## src/rtl/line_clamp_pkg.sv

```systemverilog
package line_clamp_pkg;

    localparam int CNT_W = 8;

    localparam logic [CNT_W-1:0] PLACE_DEFAULT = 8'd8;
    localparam logic [CNT_W-1:0] DUR_DEFAULT   = 8'd32;
    localparam logic             POL_DEFAULT   = 1'b1;
    localparam logic [1:0]       RATE_DEFAULT  = 2'b11;
    localparam logic             OFS_EN_DEFAULT = 1'b0;

    typedef enum logic [1:0] {
        TS_IDLE  = 2'd0,
        TS_PLACE = 2'd1,
        TS_DUR   = 2'd2
    } timer_state_e;

    typedef enum logic [1:0] {
        RATE_EACH  = 2'b00,
        RATE_16    = 2'b01,
        RATE_64    = 2'b10,
        RATE_VSYNC = 2'b11
    } ofs_rate_e;

    typedef struct packed {
        logic [CNT_W-1:0] place;
        logic [CNT_W-1:0] dur;
        logic             src_ext;
        logic             pol_ovr;
        logic             pol_high;
        logic             ofs_en;
        ofs_rate_e        rate;
    } clamp_cfg_t;

    // windows per strobe for the counting rates
    function automatic logic [6:0] rate_period(input ofs_rate_e r);
        return (r == RATE_16) ? 7'd16 : 7'd64;
    endfunction

endpackage

```

## src/rtl/lcg_sync.sv

```systemverilog
module lcg_sync #(
    parameter int W = 3
) (
    input  logic         clk,
    input  logic         rst,
    input  logic [W-1:0] d_in,
    output logic [W-1:0] lvl,
    output logic [W-1:0] rise,
    output logic [W-1:0] fall
);
    logic [W-1:0] s1, s2, s3;

    always_ff @(posedge clk) begin
        if (rst) begin
            s1 <= '0;
            s2 <= '0;
            s3 <= '0;
        end else begin
            s1 <= d_in;
            s2 <= s1;
            s3 <= s2;
        end
    end

    for (genvar i = 0; i < W; i++) begin : g_edge
        assign lvl[i]  = s2[i];
        assign rise[i] = s2[i] & ~s3[i];
        assign fall[i] = ~s2[i] & s3[i];
    end
endmodule

```

## src/rtl/lcg_timer.sv

```systemverilog
module lcg_timer
    import line_clamp_pkg::*;
(
    input  logic             clk,
    input  logic             rst,
    input  logic             hs_fall,
    input  logic [CNT_W-1:0] place_i,
    input  logic [CNT_W-1:0] dur_i,
    output logic             win_o
);
    timer_state_e     st;
    logic [CNT_W-1:0] cnt;
    logic             in_dur;

    assign in_dur = (st == TS_DUR);
    assign win_o  = in_dur;

    always_ff @(posedge clk) begin
        if (rst) begin
            st  <= TS_IDLE;
            cnt <= '0;
        end else if (hs_fall) begin
            if (dur_i == '0) begin
                st  <= TS_IDLE;
                cnt <= '0;
            end else if (place_i == '0) begin
                st  <= TS_DUR;
                cnt <= dur_i - 1'b1;
            end else begin
                st  <= TS_PLACE;
                cnt <= place_i - 1'b1;
            end
        end else begin
            unique case (st)
                TS_PLACE: begin
                    if (cnt != '0) begin
                        cnt <= cnt - 1'b1;
                    end else if (dur_i == '0) begin
                        st <= TS_IDLE;
                    end else begin
                        st  <= TS_DUR;
                        cnt <= dur_i - 1'b1;
                    end
                end
                TS_DUR: begin
                    if (cnt != '0) cnt <= cnt - 1'b1;
                    else           st  <= TS_IDLE;
                end
                default: begin
                    st  <= TS_IDLE;
                    cnt <= '0;
                end
            endcase
        end
    end

    assert_win_end_R2: assert property (@(posedge clk) disable iff (rst)
        $fell(in_dur) |-> ($past(cnt) == '0 || $past(hs_fall)));

    assert_zero_dur_R3: assert property (@(posedge clk) disable iff (rst)
        (dur_i == '0) |=> !$rose(in_dur));

    assert_restart_R4: assert property (@(posedge clk) disable iff (rst)
        (hs_fall && place_i != '0 && dur_i != '0) |=> (st == TS_PLACE));
endmodule

```

## src/rtl/lcg_pol_detect.sv

```systemverilog
module lcg_pol_detect #(
    parameter int IDLE_RUN = 512
) (
    input  logic clk,
    input  logic rst,
    input  logic lvl_i,
    output logic idle_o
);
    localparam int RW = $clog2(IDLE_RUN + 1);
    localparam logic [RW-1:0] RUN_MAX = RW'(IDLE_RUN);

    logic [RW-1:0] run;
    logic          prev;
    logic          idle;

    assign idle_o = idle;

    always_ff @(posedge clk) begin
        if (rst) begin
            run  <= '0;
            prev <= 1'b0;
            idle <= 1'b0;
        end else begin
            prev <= lvl_i;
            if (lvl_i != prev) begin
                run <= '0;
            end else begin
                if (run != RUN_MAX) run <= run + 1'b1;
                if (run == RUN_MAX - 1'b1) idle <= lvl_i;
            end
        end
    end

    assert_idle_run_R7: assert property (@(posedge clk) disable iff (rst)
        !$stable(idle) |-> ($past(run) == RUN_MAX - 1'b1));
endmodule

```

## src/rtl/lcg_ofs_decim.sv

```systemverilog
module lcg_ofs_decim
    import line_clamp_pkg::*;
(
    input  logic      clk,
    input  logic      rst,
    input  logic      en_i,
    input  ofs_rate_e rate_i,
    input  logic      end_evt,
    input  logic      vs_rise,
    output logic      strobe_o
);
    logic [5:0] cnt;
    logic       pend;
    logic       qual;
    logic [6:0] period;

    assign period = rate_period(rate_i);

    always_comb begin
        unique case (rate_i)
            RATE_EACH:        qual = 1'b1;
            RATE_16, RATE_64: qual = ({1'b0, cnt} >= period - 7'd1);
            default:          qual = pend;
        endcase
    end

    always_ff @(posedge clk) begin
        if (rst || !en_i) begin
            cnt      <= '0;
            pend     <= 1'b0;
            strobe_o <= 1'b0;
        end else begin
            strobe_o <= end_evt & qual;
            pend     <= vs_rise | (pend & ~end_evt);
            if (rate_i == RATE_16 || rate_i == RATE_64) begin
                if (end_evt) begin
                    if ({1'b0, cnt} >= period - 7'd1) cnt <= '0;
                    else                              cnt <= cnt + 1'b1;
                end
            end else begin
                cnt <= '0;
            end
        end
    end

    assert_off_quiet_R8: assert property (@(posedge clk) disable iff (rst)
        !en_i |=> !strobe_o);

    assert_cnt_bound_R11: assert property (@(posedge clk) disable iff (rst)
        ({1'b0, cnt} < period) || $past(rate_i != ofs_rate_e'(rate_i)) || (rate_i != $past(rate_i)));
endmodule

```

## src/rtl/line_clamp_gen.sv

```systemverilog
module line_clamp_gen
    import line_clamp_pkg::*;
#(
    parameter int IDLE_RUN = 512
) (
    input  logic             clk,
    input  logic             rst,
    input  logic             hsync_in,
    input  logic             vsync_in,
    input  logic             ext_clamp_in,
    input  logic [CNT_W-1:0] cfg_place,
    input  logic [CNT_W-1:0] cfg_dur,
    input  logic             cfg_src_ext,
    input  logic             cfg_pol_ovr,
    input  logic             cfg_pol_high,
    input  logic             cfg_ofs_en,
    input  logic [1:0]       cfg_ofs_rate,
    output logic             clamp_out,
    output logic             ofs_strobe
);
    localparam int NSYNC = 3;
    localparam int IX_HS = 0;
    localparam int IX_VS = 1;
    localparam int IX_EX = 2;

    clamp_cfg_t cfg;
    assign cfg = '{place: cfg_place, dur: cfg_dur, src_ext: cfg_src_ext,
                   pol_ovr: cfg_pol_ovr, pol_high: cfg_pol_high,
                   ofs_en: cfg_ofs_en, rate: ofs_rate_e'(cfg_ofs_rate)};

    logic [NSYNC-1:0] s_lvl, s_rise, s_fall;

    lcg_sync #(.W(NSYNC)) u_sync (
        .clk  (clk),
        .rst  (rst),
        .d_in ({ext_clamp_in, vsync_in, hsync_in}),
        .lvl  (s_lvl),
        .rise (s_rise),
        .fall (s_fall)
    );

    logic win_int;

    lcg_timer u_timer (
        .clk     (clk),
        .rst     (rst),
        .hs_fall (s_fall[IX_HS]),
        .place_i (cfg.place),
        .dur_i   (cfg.dur),
        .win_o   (win_int)
    );

    logic idle_lvl;

    lcg_pol_detect #(.IDLE_RUN(IDLE_RUN)) u_pol (
        .clk    (clk),
        .rst    (rst),
        .lvl_i  (s_lvl[IX_EX]),
        .idle_o (idle_lvl)
    );

    logic act_high, ext_act, clamp_nxt, clamp_q, end_evt;

    assign act_high  = cfg.pol_ovr ? cfg.pol_high : ~idle_lvl;
    assign ext_act   = act_high ? s_lvl[IX_EX] : ~s_lvl[IX_EX];
    assign clamp_nxt = cfg.src_ext ? ext_act : win_int;
    assign end_evt   = clamp_q & ~clamp_nxt;

    always_ff @(posedge clk) begin
        if (rst) clamp_q <= 1'b0;
        else     clamp_q <= clamp_nxt;
    end

    assign clamp_out = clamp_q;

    lcg_ofs_decim u_decim (
        .clk      (clk),
        .rst      (rst),
        .en_i     (cfg.ofs_en),
        .rate_i   (cfg.rate),
        .end_evt  (end_evt),
        .vs_rise  (s_rise[IX_VS]),
        .strobe_o (ofs_strobe)
    );

    assert_strobe_single_R9: assert property (@(posedge clk) disable iff (rst)
        ofs_strobe |=> !ofs_strobe);

    assert_strobe_align_R9: assert property (@(posedge clk) disable iff (rst)
        ofs_strobe |-> (!clamp_out && $past(clamp_out)));

    assert_reset_quiet_R13: assert property (@(posedge clk)
        $past(rst) |-> (!clamp_out && !ofs_strobe));
endmodule

```

## config.mk

```make
export PLATFORM = sky130hd
export DESIGN_NAME = line_clamp_gen
export DESIGN_NICKNAME = d
export VERILOG_FILES = /design/src/rtl/line_clamp_pkg.sv /design/src/rtl/lcg_sync.sv /design/src/rtl/lcg_timer.sv /design/src/rtl/lcg_pol_detect.sv /design/src/rtl/lcg_ofs_decim.sv /design/src/rtl/line_clamp_gen.sv
export SDC_FILE = /design/constraint.sdc
export NUM_CORES = 1
export LEC_CHECK = 0
export ABC_AREA = 1
export BUFFER_PORTS_ARGS = -buffer_cell sky130_fd_sc_hd__buf_4
export CAP_MARGIN = 10
export CELL_PAD_IN_SITES_DETAIL_PLACEMENT = 0
export CELL_PAD_IN_SITES_GLOBAL_PLACEMENT = 1
export CORE_MARGIN = 2
export CORE_UTILIZATION = 45
export DETAILED_ROUTE_END_ITERATION = 16
export GPL_ROUTABILITY_DRIVEN = 0
export PLACE_DENSITY_LB_ADDON = 0.12
export SETUP_SLACK_MARGIN = 0.05
export SLEW_MARGIN = 20
export SYNTH_ARGS = -nofsm -noshare
export SYNTH_HDL_FRONTEND = slang
export SYNTH_HIERARCHICAL = 1
export SYNTH_SLANG_ARGS = --single-unit
```

## constraint.sdc

```tcl
create_clock -name clk -period 4.3 [get_ports clk]
set_clock_uncertainty 0.15 [all_clocks]
set_input_delay 1.29 -clock clk [delete_from_list [all_inputs] [get_ports clk]]
set_output_delay 1.29 -clock clk [all_outputs]
set_load 0.05 [all_outputs]
```

; ---- After elaboration in Yosys (flattened, before gate mapping)
; Cells that the tools add are included.
[totals]
regBits = 39
latch_bits = 0
ram_bits = 0
romBits = 0
out_inout_bits = 2
memories = 0
[classes]
n_addsub = 6
mul = 0
n_div = 0
n_lt_le_gt_ge = 1
eq_ne = 11
shift = 0
n_mux = 20
bitwise_logic = 14
reduce_logical = 13
[op_table]
columns = cell, count
row1 = 8-bit 2-to-1 mux, 6
row2 = "8-bit by 1-bit subtractor with 8-bit output, second input constant", 3
row3 = 8-bit zero test, 2
row4 = 8-bit case mux with 2 select lines, 1
row5 = 2-bit 2-to-1 mux, 6
row6 = "10-bit by 1-bit adder with 10-bit output, second input constant", 1
row7 = "10-bit by 9-bit equality test with 1-bit output, second input constant", 1
row8 = "10-bit != test, second input constant", 1
row9 = 1-bit NOT, 8
row10 = 8-bit nonzero test, 1
row11 = 6-bit by 7-bit greater-or-equal comparator with 1-bit output, 1
row12 = 7-bit 2-to-1 mux, 1
row13 = "7-bit by 1-bit subtractor with 7-bit output, second input constant", 1
row14 = "6-bit by 1-bit adder with 6-bit output, second input constant", 1
row15 = 6-bit 2-to-1 mux, 1
row16 = "3-bit by 2-bit != test with 1-bit output, second input constant", 2
row17 = 2-bit AND reduction, 3
row18 = 2-bit OR reduction, 3
row19 = 1-bit bitwise AND, 5
row20 = "2-bit by 1-bit equality test with 1-bit output, second input constant", 2
row21 = "2-bit equality test, second input constant", 2
row22 = "4-bit by 2-bit != test with 1-bit output, second input constant", 1
row23 = 2-bit case mux with 2 select lines, 1
row24 = 1-bit 2-to-1 mux, 3
row25 = 7 further kinds, 8

; ---- Logic depth before layout (Yosys ltp)
[depth]
ltp_word = 9
ltp_mapped = 14
depth_no_buf = 13

; ---- Cells and area by module
; Netlist, hierarchy kept.
[modules_own_cells]
columns = mod, n_inst, cells_per_inst, area_each_um2, seq_area_each_um2
row1 = lcg_timer, 1, 205, 1223.7, 200.2
row2 = lcg_pol_detect, 1, 99, 686.9, 240.2
row3 = lcg_ofs_decim, 1, 66, 489.2, 160.2
row4 = lcg_sync, 1, 37, 292.8, 180.2
row5 = line_clamp_gen, 1, 23, 130.1, 20.0

; ---- Worst setup path after synthesis
; No wires, ideal clock.
[synth_timing]
path_type = input-to-reg
startpoint = in cfg_dur[0]
endpoint = reg u_timer.cnt[2]
setup_ns = 0.121
arrival_ns = 2.236
required_time_ns = 4.029
setup_slack_ns = 1.793
path_stages = 7
n_path_buf = 0
cell_sequence = inv_1 > ha_1 > nand2_1 > o22ai_1 > nand3_4 > nand2_1 > a21oi_1
[synth_between]
elab_chain_cells = 5
word_cells_on_any_way = 10
classes_between = add/sub: 1 / eq/ne: 1 / mux: 6 / reduce/logical: 2
[synth_rtl]
columns = item, line_no
row1 = start: declaration, line_clamp_gen.sv:12  ; input logic [CNT_W-1:0] cfg_dur,
row2 = 8-bit by 1-bit subtractor with 8-bit output, "lcg_timer.sv:28, lcg_timer.sv:42"
row3 = 8-bit 2-to-1 mux, lcg_timer.sv:38  ; end else if (dur_i == '0) begin
row4 = 8-bit 2-to-1 mux, lcg_timer.sv:36  ; if (cnt != '0) begin
row5 = 8-bit case mux with 2 select lines, lcg_timer.sv:34  ; unique case (st)
row6 = 8-bit 2-to-1 mux, lcg_timer.sv:22  ; end else if (hs_fall) begin
row7 = end signal: assignment, lcg_timer.sv:28  ; cnt <= dur_i - 1'b1;
row8 = end signal: assignment, lcg_timer.sv:37  ; cnt <= cnt - 1'b1;
row9 = end signal: assignment, lcg_timer.sv:42  ; cnt <= dur_i - 1'b1;
row10 = end: declaration, lcg_timer.sv:12  ; logic [CNT_W-1:0] cnt;
; Several ways; a longest one is shown, not always the timed one. The select of a mux whose other input is x is not followed.
; A chain may end at the register's enable or synchronous reset.

; ---- Worst setup path after layout
[layout_timing]
startpoint = in cfg_pol_ovr
endpoint = reg u_decim.cnt[5]
[layout_between]
elab_chain_cells = 5
[layout_rtl]
columns = item, line_no
row1 = start: declaration, line_clamp_gen.sv:14  ; input logic cfg_pol_ovr,
row2 = 1-bit 2-to-1 mux, line_clamp_gen.sv:64  ; assign act_high = cfg.pol_ovr ? cfg.pol_high : ~idle_lvl;
row3 = 1-bit 2-to-1 mux, line_clamp_gen.sv:65  ; assign ext_act = act_high ? s_lvl[IX_EX] : ~s_lvl[IX_EX];
row4 = 1-bit 2-to-1 mux, line_clamp_gen.sv:66  ; assign clamp_nxt = cfg.src_ext ? ext_act : win_int;
row5 = 1-bit NOT, line_clamp_gen.sv:67  ; assign end_evt = clamp_q & ~clamp_nxt;
row6 = 1-bit bitwise AND, line_clamp_gen.sv:67
row7 = net end_evt, line_clamp_gen.sv:62  ; logic act_high, ext_act, clamp_nxt, clamp_q, end_evt;
row8 = end signal: assignment, lcg_ofs_decim.sv:38  ; else cnt <= cnt + 1'b1;
row9 = end: declaration, lcg_ofs_decim.sv:12  ; logic [5:0] cnt;
; The timed path passes the listed nets, and every way through them passes these cells.

==> results.yml <==
clock_tree:
  cts_hold_buf: 0
  post-cts-setup-buffer-count: 0
  cts_buffers: 5
  clk_pin_slew_ps: 80
  clock_latency_ps: 290
  htreeDepth: 2
  cts_tree: "yes"
  post_cts_resized: 0
  clock-sinks: 39
  cts_max_path_buffers: 2
  root_buffer: "clkbuf_8"
yosys:
  netlist_area_um2: 2770
  syn_nets: 461
  yosysWarnings: 6
  syn_inst: 421
  post_synth.cell_area_avg_um2: 6.59
die:
  die_y_um: 82.5
  dieArea_um2: 6810
  core_region_area_um2: 5920
  die_w_um: 82.5
  fp-row-count: 28
  pin_count: 29
  start_util_pct: 46.8
finish:
  n_antenna_cell: 0
  drive_above_1_share_pct: 15.9
  nFillCells: 642
  areaGrowthSynthToFinish_pct: 12.9
  final_net_count: 492
critical_path:
  critPathMaxFanout: 7
  worstSetupPathType: "primary input to flip-flop"
  critPathRequiredTime_ps: 4340
  cp-start-kind: "primary input"
  rrSetupSlack_ps: 2340
  worstPathArrival_ps: 2580
  end_kind: "flip-flop"
  reg2reg_to: "u_decim/cnt[5]"
  rr_startpoint: "u_timer/st[0]"
  worst_r2r_path_depth: 12
sta:
  max_slew.worst_pin.slew_ps: 539
  hold_violations: 0
  slew_headroom_pct: 63.9
  setup_viol: 0
  fin_crit_sh_pct: 59.0
  report.final.slew_viol_count: 0
  finalCriticalPeriod_ps: 2540
  setup_tns_ps: 0
  rsz0062_at_grt: "no"
  max_freq_mhz: 394
worst_hold_path:
  hold_path_end: "u_sync/lvl[2]"
  min_from: "u_sync/s1[2]"
  holdCritPathClass: "flip-flop to flip-flop"
  holdPathStages: 2
job:
  maxCapViolCount: 0
grt:
  grt_pass1_wl_mm: 9.88
  grt_usage_pct: 18.5
  antenna_found_initial: 0
  grt_max_degree: 17
  overflow: 0
  grt_pass1_vias: 2330
pwr:
  p_leak_nw: 1.49
  ir_worst_vdd_uv: 118
  fin_total_pwr_mw: 0.737
  powerDensity_nw_per_um2: 236
placement:
  port_buffers: 28
  dp_hpwl_mm: 4.77
routing:
  finalWirelength_mm: 5.91
  vias_per_cell: 4.76
  drc: 0
  drt_iter0_drc: 102
  wl_per_cell_um: 11.2
  routed-via-count: 2511
  drt_pass1_iterations: 4
  ant_nets: 0
run_status:
  status: "finished clean"
[sequential cells by signal, summed over array words and instances, names as in the netlist]
| name | flops |
|---|---|
| u_sync/s3 | 2 |
| u_decim/cnt | 6 |
| u_timer/cnt | 8 |
| u_sync/s1 | 3 |
| clamp_out | 1 |
| u_pol/prev | 1 |
| u_decim/strobe_o | 1 |
| u_sync/lvl | 3 |
| u_decim/pend | 1 |
| u_pol/run | 10 |
| u_pol/idle_o | 1 |
| u_timer/st | 2 |
[layout by cell type (no fill, tap or decap), drive strengths merged, types with 2 or more instances in the layout]
| master | n |
|---|---|
| nor3 | 4 |
| a31oi | 2 |
| clkinv | 2 |
| nand4 | 6 |
| ha | 13 |
| o21ai | 14 |
| xnor2 | 5 |
| buf | 28 |
| xor2 | 11 |
| inv | 73 |
| nand2 | 110 |
| nand3 | 40 |
| o211ai | 3 |
| nor2 | 68 |
| dfxtp | 39 |
| a21oi | 18 |
| or2 | 2 |
| clkbuf | 6 |
[routing by layer]
metal / wire length (um) / GRT usage (%)
met3: 260 / 3.04
met4: 27 / 4.43
met5: 0 / 0
met2: 2620 / 30.5
met1: 3000 / 25.3
[report_power, final]
part	internal [mW]	switching (mW)	leakage, nW
clock	0.113	0.129	0.0412
combinational	0.0492	0.0706	1.13
sequential	0.369	0.00587	0.317
total	0.532	0.206	1.49
[critical path: stages]
cell	delay, ps
buf_4	120
nand2_1	110
nand3_2	70
nand3_1	80
nand2_1	60
nor2_2	290
inv_1	150
nor2_4	150
nand2_1	60
nand2_1	60
nand2_1	50
nand2_1	50
nor2_1	40
[metrics by stage]
step                      setup slack, ps  cells  utilization [%]  hold slack (ps)  instance area [um^2]
after floorplan                      1790    421                -              238                  2770
after global placement               1480    520             51.4              242                  3050
after detailed placement             1450    520             51.4              243                  3050
after CTS                            1760    528             52.9              254                  3130
after global routing                 1620    528             52.9              272                  3130
final                                1760    528             52.9              254                  3130
[worst max path at each step]
stage,slack [ps],from,depth (start not counted),end
floorplan,1790,cfg_dur[0],7,u_timer/cnt[2]
CTS,1760,cfg_pol_ovr,13,u_decim/cnt[5]
global placement,1480,cfg_pol_ovr,13,u_decim/cnt[5]
detailed placement,1450,cfg_pol_ovr,13,u_decim/cnt[5]
global route,1620,cfg_pol_ovr,13,u_decim/cnt[5]
finish,1760,cfg_pol_ovr,13,u_decim/cnt[5]
[area by class of cell]
cell class	instances	area, um^2	share of cell area [%]
well taps	75	93.8	3.00
clock inverters	2	12.5	0.400
flip-flops and latches	39	781	24.9
multi-input cells	304	1680	53.6
inverters	74	282	8.99
repair buffers	28	210	6.71
clock buffers	6	72.6	2.32
Note: power is estimated with default switching activity, not from simulation.
